--- src/rtl/lsb_pkg.sv ---
package lsb_pkg;
  localparam int unsigned LSB_ADDR_W = 32;
  localparam int unsigned LSB_DATA_W = 32;

  typedef struct packed {
    logic [LSB_ADDR_W-1:0] addr;
    logic [LSB_DATA_W-1:0] data;
  } lsb_entry_t;
endpackage

--- src/rtl/lsb_line_find.sv ---
module lsb_line_find
  import lsb_pkg::*;
#(
  parameter int unsigned DEPTH = 8,
  parameter int unsigned OFS_W = 5,
  localparam int unsigned IDX_W = $clog2(DEPTH),
  localparam int unsigned CNT_W = $clog2(DEPTH + 1)
) (
  input  lsb_entry_t             entries_i [DEPTH],
  input  logic [CNT_W-1:0]       count_i,
  input  logic [LSB_ADDR_W-1:0]  key_i,
  output logic                   hit_o,
  output logic [IDX_W-1:0]       hit_idx_o
);
  logic [DEPTH-1:0] match;

  for (genvar g = 0; g < DEPTH; g++) begin : g_cmp
    assign match[g] = (g < count_i) &&
      (entries_i[g].addr[LSB_ADDR_W-1:OFS_W] == key_i[LSB_ADDR_W-1:OFS_W]);
  end

  // oldest (lowest index) match wins
  always_comb begin
    hit_o     = 1'b0;
    hit_idx_o = '0;
    for (int i = DEPTH - 1; i >= 0; i--) begin
      if (match[i]) begin
        hit_o     = 1'b1;
        hit_idx_o = IDX_W'(i);
      end
    end
  end
endmodule

--- src/rtl/lsb_store.sv ---
module lsb_store
  import lsb_pkg::*;
#(
  parameter int unsigned DEPTH = 8,
  localparam int unsigned IDX_W = $clog2(DEPTH),
  localparam int unsigned CNT_W = $clog2(DEPTH + 1)
) (
  input  logic             clk_i,
  input  logic             rst_ni,
  input  logic             clear_i,
  input  logic             remove_i,
  input  logic [IDX_W-1:0] remove_idx_i,
  input  logic             append_i,
  input  lsb_entry_t       append_entry_i,
  output lsb_entry_t       entries_o [DEPTH],
  output logic [CNT_W-1:0] count_o
);
  logic [CNT_W-1:0] count_q, count_mid;

  assign count_mid = count_q - CNT_W'(remove_i);
  assign count_o   = count_q;

  for (genvar g = 0; g < DEPTH; g++) begin : g_slot
    lsb_entry_t slot_q;
    logic       shift_in;
    if (g < DEPTH - 1) begin : g_shift
      assign shift_in = remove_i && (IDX_W'(g) >= remove_idx_i);
    end else begin : g_last
      assign shift_in = 1'b0;
    end

    always_ff @(posedge clk_i or negedge rst_ni) begin
      if (!rst_ni) begin
        slot_q <= '0;
      end else if (!clear_i) begin
        if (append_i && (count_mid == CNT_W'(g))) slot_q <= append_entry_i;
        else if (shift_in)                        slot_q <= entries_o[(g + 1) % DEPTH];
      end
    end
    assign entries_o[g] = slot_q;
  end

  always_ff @(posedge clk_i or negedge rst_ni) begin
    if (!rst_ni)       count_q <= '0;
    else if (clear_i)  count_q <= '0;
    else               count_q <= count_mid + CNT_W'(append_i);
  end

  assert_count_bound_R7: assert property (@(posedge clk_i) disable iff (!rst_ni)
    count_q <= CNT_W'(DEPTH));
  assert_clear_empties_R6: assert property (@(posedge clk_i) disable iff (!rst_ni)
    clear_i |=> count_q == '0);
  assert_remove_one_R4: assert property (@(posedge clk_i) disable iff (!rst_ni)
    (remove_i && !append_i && !clear_i) |=> count_q == $past(count_q) - 1'b1);
endmodule

--- src/rtl/line_store_backup.sv ---
module line_store_backup
  import lsb_pkg::*;
#(
  parameter int unsigned DEPTH = 8,
  parameter int unsigned OFS_W = 5,
  localparam int unsigned IDX_W = $clog2(DEPTH),
  localparam int unsigned CNT_W = $clog2(DEPTH + 1)
) (
  input  logic                  clk_i,
  input  logic                  rst_ni,
  input  logic                  rec_valid_i,
  input  logic [LSB_ADDR_W-1:0] rec_addr_i,
  input  logic [LSB_DATA_W-1:0] rec_data_i,
  input  logic                  rec_cacheable_i,
  input  logic                  inv_valid_i,
  input  logic [LSB_ADDR_W-1:0] inv_addr_i,
  output logic                  inv_ready_o,
  input  logic                  discard_i,
  output logic                  mem_valid_o,
  output logic [LSB_ADDR_W-1:0] mem_addr_o,
  output logic [LSB_DATA_W-1:0] mem_data_o,
  input  logic                  mem_ready_i,
  output logic                  full_o,
  output logic                  overflow_o,
  output logic [CNT_W-1:0]      count_o
);
  lsb_entry_t       entries [DEPTH];
  lsb_entry_t       new_entry, pend_q;
  logic             hit, inv_fire, remove, append, rec_try, pend_valid_q, ovf_q;
  logic [IDX_W-1:0] hit_idx;

  assign rec_try   = rec_valid_i && rec_cacheable_i && !discard_i;
  assign append    = rec_try && !full_o;
  assign inv_fire  = inv_valid_i && inv_ready_o && !discard_i;
  assign remove    = inv_fire && hit;
  assign new_entry = '{addr: rec_addr_i, data: rec_data_i};
  assign full_o    = (count_o == CNT_W'(DEPTH));

  lsb_line_find #(.DEPTH(DEPTH), .OFS_W(OFS_W)) u_find (
    .entries_i (entries),
    .count_i   (count_o),
    .key_i     (inv_addr_i),
    .hit_o     (hit),
    .hit_idx_o (hit_idx)
  );

  lsb_store #(.DEPTH(DEPTH)) u_store (
    .clk_i          (clk_i),
    .rst_ni         (rst_ni),
    .clear_i        (discard_i),
    .remove_i       (remove),
    .remove_idx_i   (hit_idx),
    .append_i       (append),
    .append_entry_i (new_entry),
    .entries_o      (entries),
    .count_o        (count_o)
  );

  always_ff @(posedge clk_i or negedge rst_ni) begin
    if (!rst_ni) begin
      pend_valid_q <= 1'b0;
      pend_q       <= '0;
    end else if (remove) begin
      pend_valid_q <= 1'b1;
      pend_q       <= entries[hit_idx];
    end else if (mem_ready_i) begin
      pend_valid_q <= 1'b0;
    end
  end

  always_ff @(posedge clk_i or negedge rst_ni) begin
    if (!rst_ni)                ovf_q <= 1'b0;
    else if (rec_try && full_o) ovf_q <= 1'b1;
  end

  assign inv_ready_o = !pend_valid_q;
  assign mem_valid_o = pend_valid_q;
  assign mem_addr_o  = pend_q.addr;
  assign mem_data_o  = pend_q.data;
  assign overflow_o  = ovf_q;

  assert_write_hold_R8: assert property (@(posedge clk_i) disable iff (!rst_ni)
    (mem_valid_o && !mem_ready_i) |=> (mem_valid_o && $stable(mem_addr_o) && $stable(mem_data_o)));
  assert_backpressure_R8: assert property (@(posedge clk_i) disable iff (!rst_ni)
    mem_valid_o |-> !inv_ready_o);
  assert_overflow_sticky_R7: assert property (@(posedge clk_i) disable iff (!rst_ni)
    overflow_o |=> overflow_o);
  assert_full_drop_R7: assert property (@(posedge clk_i) disable iff (!rst_ni)
    (full_o && rec_try && !inv_fire) |=> (overflow_o && full_o));
  assert_noncache_ignored_R1: assert property (@(posedge clk_i) disable iff (!rst_ni)
    (rec_valid_i && !rec_cacheable_i && !inv_fire && !discard_i) |=> $stable(count_o));
  assert_discard_no_write_R6: assert property (@(posedge clk_i) disable iff (!rst_ni)
    (discard_i && !mem_valid_o) |=> !mem_valid_o);
endmodule

--- config.mk ---
export PLATFORM = sky130hd
export DESIGN_NAME = line_store_backup
export DESIGN_NICKNAME = d
export VERILOG_FILES = /design/src/rtl/lsb_pkg.sv /design/src/rtl/lsb_line_find.sv /design/src/rtl/lsb_store.sv /design/src/rtl/line_store_backup.sv
export SDC_FILE = /design/constraint.sdc
export NUM_CORES = 2
export LEC_CHECK = 0
export ABC_AREA = 1
export BUFFER_PORTS_ARGS = -buffer_cell sky130_fd_sc_hd__buf_2
export CAP_MARGIN = 15
export CORE_MARGIN = 4
export CORE_UTILIZATION = 45
export DETAILED_ROUTE_END_ITERATION = 12
export PLACE_DENSITY_LB_ADDON = 0.25
export SETUP_SLACK_MARGIN = 0.02
export SYNTH_ARGS = -nofsm -noshare
export SYNTH_HDL_FRONTEND = slang
export SYNTH_HIERARCHICAL = 1
export SYNTH_SLANG_ARGS = --single-unit
--- constraint.sdc ---
create_clock -name clk_i -period 8.4 [get_ports clk_i]
set_input_delay 0.84 -clock clk_i [delete_from_list [all_inputs] [get_ports clk_i]]
set_output_delay 0.84 -clock clk_i [all_outputs]
set_load 0.005 [all_outputs]
* Yosys cells after proc, flatten, opt, wreduce, memory -nomap -nowiden
Index checks and enable logic that the tools add are counted.
Cells by class: add/subtract/negate cells 2, order comparisons 16, equal/unequal tests 16, muxes and demuxes 36, bitwise gates (word level) 2, reductions and logical operators 50
Operators with widths (count):
- 64-bit two-way mux | 16
- 27-bit equality test | 8
- 64-bit binary-select mux with 3-bit select | 1
- 1-bit logical AND | 30
- 3-bit two-way mux | 8
- 4-bit by 3-bit equality test with 1-bit output (second input constant) | 4
- 3-bit by 4-bit < comparator with 1-bit output (first input constant) | 4
- 2-bit AND reduction | 8
- 2-bit nonzero test | 8
- 1-bit two-way mux | 10
- 3-bit greater-or-equal comparator (first input constant) | 3
- 4-bit by 2-bit equality test with 1-bit output (second input constant) | 2
- 1-bit by 4-bit < comparator with 1-bit output (first input constant) | 2
- 2-bit by 4-bit < comparator with 1-bit output (first input constant) | 2
- 1-bit by 3-bit greater-or-equal comparator with 1-bit output (first input constant) | 2
- 2-bit by 3-bit greater-or-equal comparator with 1-bit output (first input constant) | 2
- 4-bit by 1-bit adder with 4-bit output | 1
- 4-bit by 1-bit equality test with 1-bit output (second input constant) | 1
- 4-bit equality test (second input constant) | 1
- 4-bit greater-or-equal comparator (second input constant) | 1
- 4-bit zero test | 1
- 4-bit two-way mux | 1
- 3-bit NOT with 4-bit output | 1
- 4-bit by 1-bit subtractor with 4-bit output | 1
- 2 further kinds | 4
Storage, ports and cells: flip-flop bits (word level) 582, input port bits 103, logic and storage cells 143

* Depth between registers and ports, before layout
word-level depth 16, mapped depth 28, depth with buffers taken out 24

* Hierarchy
Netlist, hierarchy kept.
Modules (own cells, without submodules):
- lsb_store | instances 1, cells each 3837, area an instance 27020.9 sq um, sequential area each 12912.4 sq um
- line_store_backup | instances 1, cells each 1730, area an instance 8720.9 sq um, sequential area each 1651.6 sq um
- lsb_line_find | instances 1, cells each 677, area an instance 3437.0 sq um, sequential area each 0.0 sq um

* Least setup slack after synthesis
OpenSTA, ideal clock, no wires.
path kind input-to-reg, from input inv_addr_i[18], to register u_store.g_slot[2].slot_q (netlist bit u_store/entries_o[347]), library setup time 0.065 ns, arrival time 3.803 ns, data required time 8.335 ns, setup slack 4.532 ns, cell stages on the path 21, path buffers 4, cell sequence buf_4 inv_2 o21ai_0 a211oi_2 nand4_1 or2_4 nor2_4 nor2_1 nand3_1 nand2_1 nor3_2 buf_2 ha_1 ha_1 nor2_1 buf_2 clkbuf_1 nand4_1 nand2_1 nand2_1 nand2_1
On the way: longest elaborated chain between the ends 16, elaborated cells between the ends (all ways) 41, those cells by class 1 x add/sub; 1 x order compare; 9 x eq/ne; 17 x mux; 13 x reduce/logical
Ends and longest elaborated chain:
- start, declared | line line_store_backup.sv:16 | input logic [LSB_ADDR_W-1:0] inv_addr_i,
- 27-bit equality test | line lsb_line_find.sv:19 | (entries_i[g].addr[LSB_ADDR_W-1:OFS_W] == key_i[LSB_ADDR_W-1:OFS_W]);
- 1-bit logical AND | line lsb_line_find.sv:18 | assign match[g] = (g < count_i) &&
- 1-bit two-way mux (7 in a row) | line lsb_line_find.sv:27 | if (match[i]) begin
- 1-bit two-way mux (*) | line lsb_line_find.sv:27
- named net hit | line line_store_backup.sv:29 | logic hit, inv_fire, remove, append, rec_try, pend_valid_q, ovf_q;
- 1-bit logical AND (*) | line line_store_backup.sv:35 | assign remove = inv_fire && hit;
- named net remove | line line_store_backup.sv:29
- 4-bit by 1-bit subtractor with 4-bit output | line lsb_store.sv:20 | assign count_mid = count_q - CNT_W'(remove_i);
- 4-bit by 2-bit equality test with 1-bit output | line lsb_store.sv:36 | if (append_i && (count_mid == CNT_W'(g))) slot_q <= append_entry_i;
- 1-bit logical AND | line lsb_store.sv:36
- 2-bit nonzero test (no source line)
- 2-bit AND reduction (no source line)
- end signal, assigned | line lsb_store.sv:36
- end signal, assigned | line lsb_store.sv:37 | else if (shift_in) slot_q <= entries_o[(g + 1) % DEPTH];
- end, declared | line lsb_store.sv:24 | lsb_entry_t slot_q;
The timed path passes the listed nets; every way through them passes the cells marked *. A chain may end at the register's enable or synchronous reset.

* Worst setup path in the final report
from register u_store.count_q[2] (netlist: u_store/count_o[2]), to register u_store.g_slot[5].slot_q (netlist bit u_store/entries_o[132])
On the way: longest elaborated chain between the ends 16, elaborated cells between the ends (all ways) 44, those cells by class 1 x add/sub; 9 x order compare; 2 x eq/ne; 17 x mux; 15 x reduce/logical
Ends and longest elaborated chain:
- start, declared | line lsb_store.sv:18 | logic [CNT_W-1:0] count_q, count_mid;
- start signal, assigned | line lsb_store.sv:46 | else count_q <= count_mid + CNT_W'(append_i);
- 3-bit by 4-bit < comparator with 1-bit output | line lsb_line_find.sv:18
- 1-bit logical AND | line lsb_line_find.sv:18
- 1-bit two-way mux (7 in a row) | line lsb_line_find.sv:27
- 1-bit two-way mux (*) | line lsb_line_find.sv:27
- named net hit | line line_store_backup.sv:29
- 1-bit logical AND (*) | line line_store_backup.sv:35
- 4-bit by 1-bit subtractor with 4-bit output | line lsb_store.sv:20
- 4-bit by 3-bit equality test with 1-bit output | line lsb_store.sv:36
- 1-bit logical AND | line lsb_store.sv:36
- 2-bit nonzero test (no source line)
- 2-bit AND reduction (no source line)
- end signal, assigned | line lsb_store.sv:36
- end signal, assigned | line lsb_store.sv:37
- end, declared | line lsb_store.sv:24
Marks and branches as above.

==> flow_summary.json <==
{
  "finalHoldViolCount": 0,
  "ctsHoldBuffers": 0,
  "ant_nets": 0,
  "finalSetupViolCount": 0,
  "worst_slew_pin_slew_ns": 1.22,
  "crit_chain": "nand3b_1, o2111ai_1, nor2_1, nand2_1, nand2_1, nor2_1, nand3_1, nand2_1, nor3_4, ha_1, ha_1, inv_2, nor2_4, buf_12, nand4_4, a21oi_4, buf_12, nand2_1, nand2_1",
  "max_slew_margin_pct": 18.7,
  "synth_seq_cells": 582,
  "die_x_microns": 303,
  "cpMostUsedCell": "nand2_1",
  "gp_congestion": 1.06,
  "layout-drive-gt1-share_pct": 6.83,
  "htree_levels": 3,
  "area_growth_pct": 7.37,
  "p_leak_nw": 23.0,
  "grt_overflow": 0,
  "core_sq_um": 85800,
  "fin_util_pct": 49.0,
  "cp-endpoint": "u_store/entries_o[132]$_DFFE_PN0P_",
  "cp.arrival_ns": 6.84,
  "crit_path_top_delay_cell": "dfrtp_1",
  "postLayoutSetupSlackWorst_ns": 2.11,
  "antenna_found_initial": 18,
  "syn_inst": 6244,
  "die_h_microns": 303,
  "path_buf_inv": 3,
  "numCtsBuffers": 71,
  "cp_max_fo": 129,
  "yosys.area.top_type_share_pct": 37.2,
  "die-area_sq_um": 91800,
  "power.density_nw_per_um2": 151,
  "wl_per_cell_microns": 22.1,
  "io_pins": 175,
  "grt_pass1_vias": 36949,
  "total_power_w": 0.00636,
  "ir_drop_v": 0.000124,
  "critPathLaunch": "u_store/count_o[2]$_DFF_PN0_",
  "syn-num-nets": 6351,
  "r2r-start": "u_store/count_o[2]$_DFF_PN0_",
  "outcome": "finished, final reports clean",
  "critPathKind": "reg -> reg",
  "start_util_pct": 45.7,
  "clockBufferDepth": 3,
  "hold_class": "in -> async",
  "yosys-top-cells-area": "dfrtp_1, nand2_1, nand4_1",
  "drv_cap": 0,
  "cts_root_buf": "clkbuf_16",
  "dp_hpwl_microns": 89400,
  "clock_latency_ns": 0.63,
  "vias": 41160,
  "crit_cells": 19,
  "slowest_delay_ns": 0.77,
  "final_cell_mix": "nand2_1, dfrtp_1, inv_1",
  "route.detailed.drc": 0,
  "drtIter0Drc": 5063,
  "netlist_area_sq_um": 39200,
  "final_max_slew_viol_count": 0,
  "rows": 107,
  "drt_pass1_iterations": 5,
  "tns_ns": 0,
  "grt_pass1_wl_microns": 239000,
  "r2r-end": "u_store/entries_o[132]$_DFFE_PN0P_",
  "finClkSkew_ns": 0.0224,
  "worstSetupStartpointType": "flip-flop",
  "clk_pin_slew_ns": 0.06,
  "yosysUniqueCellTypes": 46,
  "cts_resized": 0,
  "cts_tree": "yes",
  "io_buffers": 169,
  "regToRegSetupSlack_ns": 2.11,
  "r2r_cells": 19,
  "ys_seq_area_share_pct": 37.2,
  "finalCritPeriodShare_pct": 74.9,
  "final_nets": 6150,
  "cp_top_family": "simple AND/OR/NAND/NOR gates",
  "fin_crit_ns": 6.29,
  "avgSynthCellArea_sq_um": 6.27,
  "final_common_cell": "nand2_1",
  "max_freq_mhz": 159,
  "wl_microns": 160000,
  "rsz0062_at_grt": "no",
  "cts.sinks": 582,
  "end_kind": "flip-flop",
  "grt_max_degree": 209,
  "cts_setup_buffers": 0,
  "pre_cts_slack_ns": 1.90,
  "yosys_warnings": 6,
  "routed_via_density": 5.67,
  "worstPathRequired_ns": 8.95,
  "yosys.area.top_type": "dfrtp_1",
  "n_fill_cell": 8748,
  "grt_use_total_pct": 34.1
}
power by group:
group,switching [W],internal (W),total (W),leakage [nW]
registers,0.0000212,0.00282,0.00285,8.12
clock network,0.00130,0.00183,0.00313,1.15
logic,0.000284,0.0000937,0.000378,13.8
state kept, by name, indices dropped and copies added, names as in the netlist:
register,cells
overflow_o,1
mem_addr_o,32
mem_valid_o,1
u_store/entries_o,512
mem_data_o,32
u_store/count_o,4
kinds of logic after synthesis:
logic type	Yosys count	synth area share, %
xor+xnor	82	1.83
buf+inv	1067	12.0
flops	582	37.2
fa+ha+maj	4	0.128
simple gates	4344	46.3
compound gates	165	2.51
Yosys cell counts (all sizes together):
| cell | count |
|---|---|
| nand2 | 3346 |
| dfrtp | 582 |
| inv | 569 |
| nand4 | 475 |
| nand3 | 400 |
| buf | 362 |
| clkbuf | 136 |
| o21ai | 116 |
| nor2 | 94 |
| xnor2 | 50 |
| xor2 | 32 |
| a21oi | 18 |
| o22ai | 14 |
| or2 | 13 |
| nor3 | 10 |
| a22o | 8 |
| ha | 4 |
| a211oi | 3 |
| nand3b | 3 |
| nor4 | 3 |
| o2111ai | 3 |
| a221oi | 1 |
| o211ai | 1 |
| o311ai | 1 |
metal layers:
layer  GRT usage [%]  routed length (microns)  vias up
met5               0                       56        -
met4            15.0                     7690       10
met3            6.04                    18700      522
met2            51.5                    69100     2617
met1            47.9                    64600    18990
li1                -                        -    19021
worst reg2reg max path, cell delays in order (launching register included):
cell	delay, ns
dfrtp_1	0.77
nand3b_1	0.38
o2111ai_1	0.40
nor2_1	0.08
nand2_1	0.12
nand2_1	0.06
nor2_1	0.22
nand3_1	0.23
nand2_1	0.20
nor3_4	0.06
ha_1	0.27
ha_1	0.43
inv_2	0.12
nor2_4	0.18
buf_12	0.68
nand4_4	0.57
a21oi_4	0.77
buf_12	0.43
nand2_1	0.16
nand2_1	0.08
through the flow:
stage / std cells / hold WS (ns) / instance area [sq um]
after floorplan: 6244 / 0.449 / 39200
after global placement: 7114 / 0.446 / 39700
after detailed placement: 7114 / 0.450 / 39700
after CTS: 7239 / 0.308 / 42000
after global routing: 7245 / 0.355 / 42000
final: 7253 / 0.285 / 42100
final cells by class:
class / count / area (sq um) / area share [%]
clock buffer: 110 / 2170 / 5.15
sequential: 582 / 14600 / 34.6
clock inverter: 15 / 154 / 0.366
timing repair buffer: 224 / 1440 / 3.43
multi-input combinational: 4595 / 20100 / 47.8
inverter: 569 / 2150 / 5.11
antenna: 14 / 35.0 / 0.0833
tap: 1144 / 1430 / 3.40
worst min path at each step:
stage | start | to | slack [ns] | cells after the start
after floorplan | u_store/entries_o[448]$_DFFE_PN0P_ | u_store/entries_o[448]$_DFFE_PN0P_ | 0.45 | 2
after global placement | overflow_o$_DFFE_PN0P_ | overflow_o$_DFFE_PN0P_ | 0.45 | 2
after detailed placement | overflow_o$_DFFE_PN0P_ | overflow_o$_DFFE_PN0P_ | 0.45 | 2
after CTS | rst_ni | u_store/entries_o[237]$_DFFE_PN0P_ | 0.31 | 1
after global routing | rst_ni | mem_addr_o[21]$_DFFE_PN0P_ | 0.35 | 1
final | rst_ni | u_store/entries_o[435]$_DFFE_PN0P_ | 0.28 | 1
Note: power is estimated with default switching activity, not from simulation.
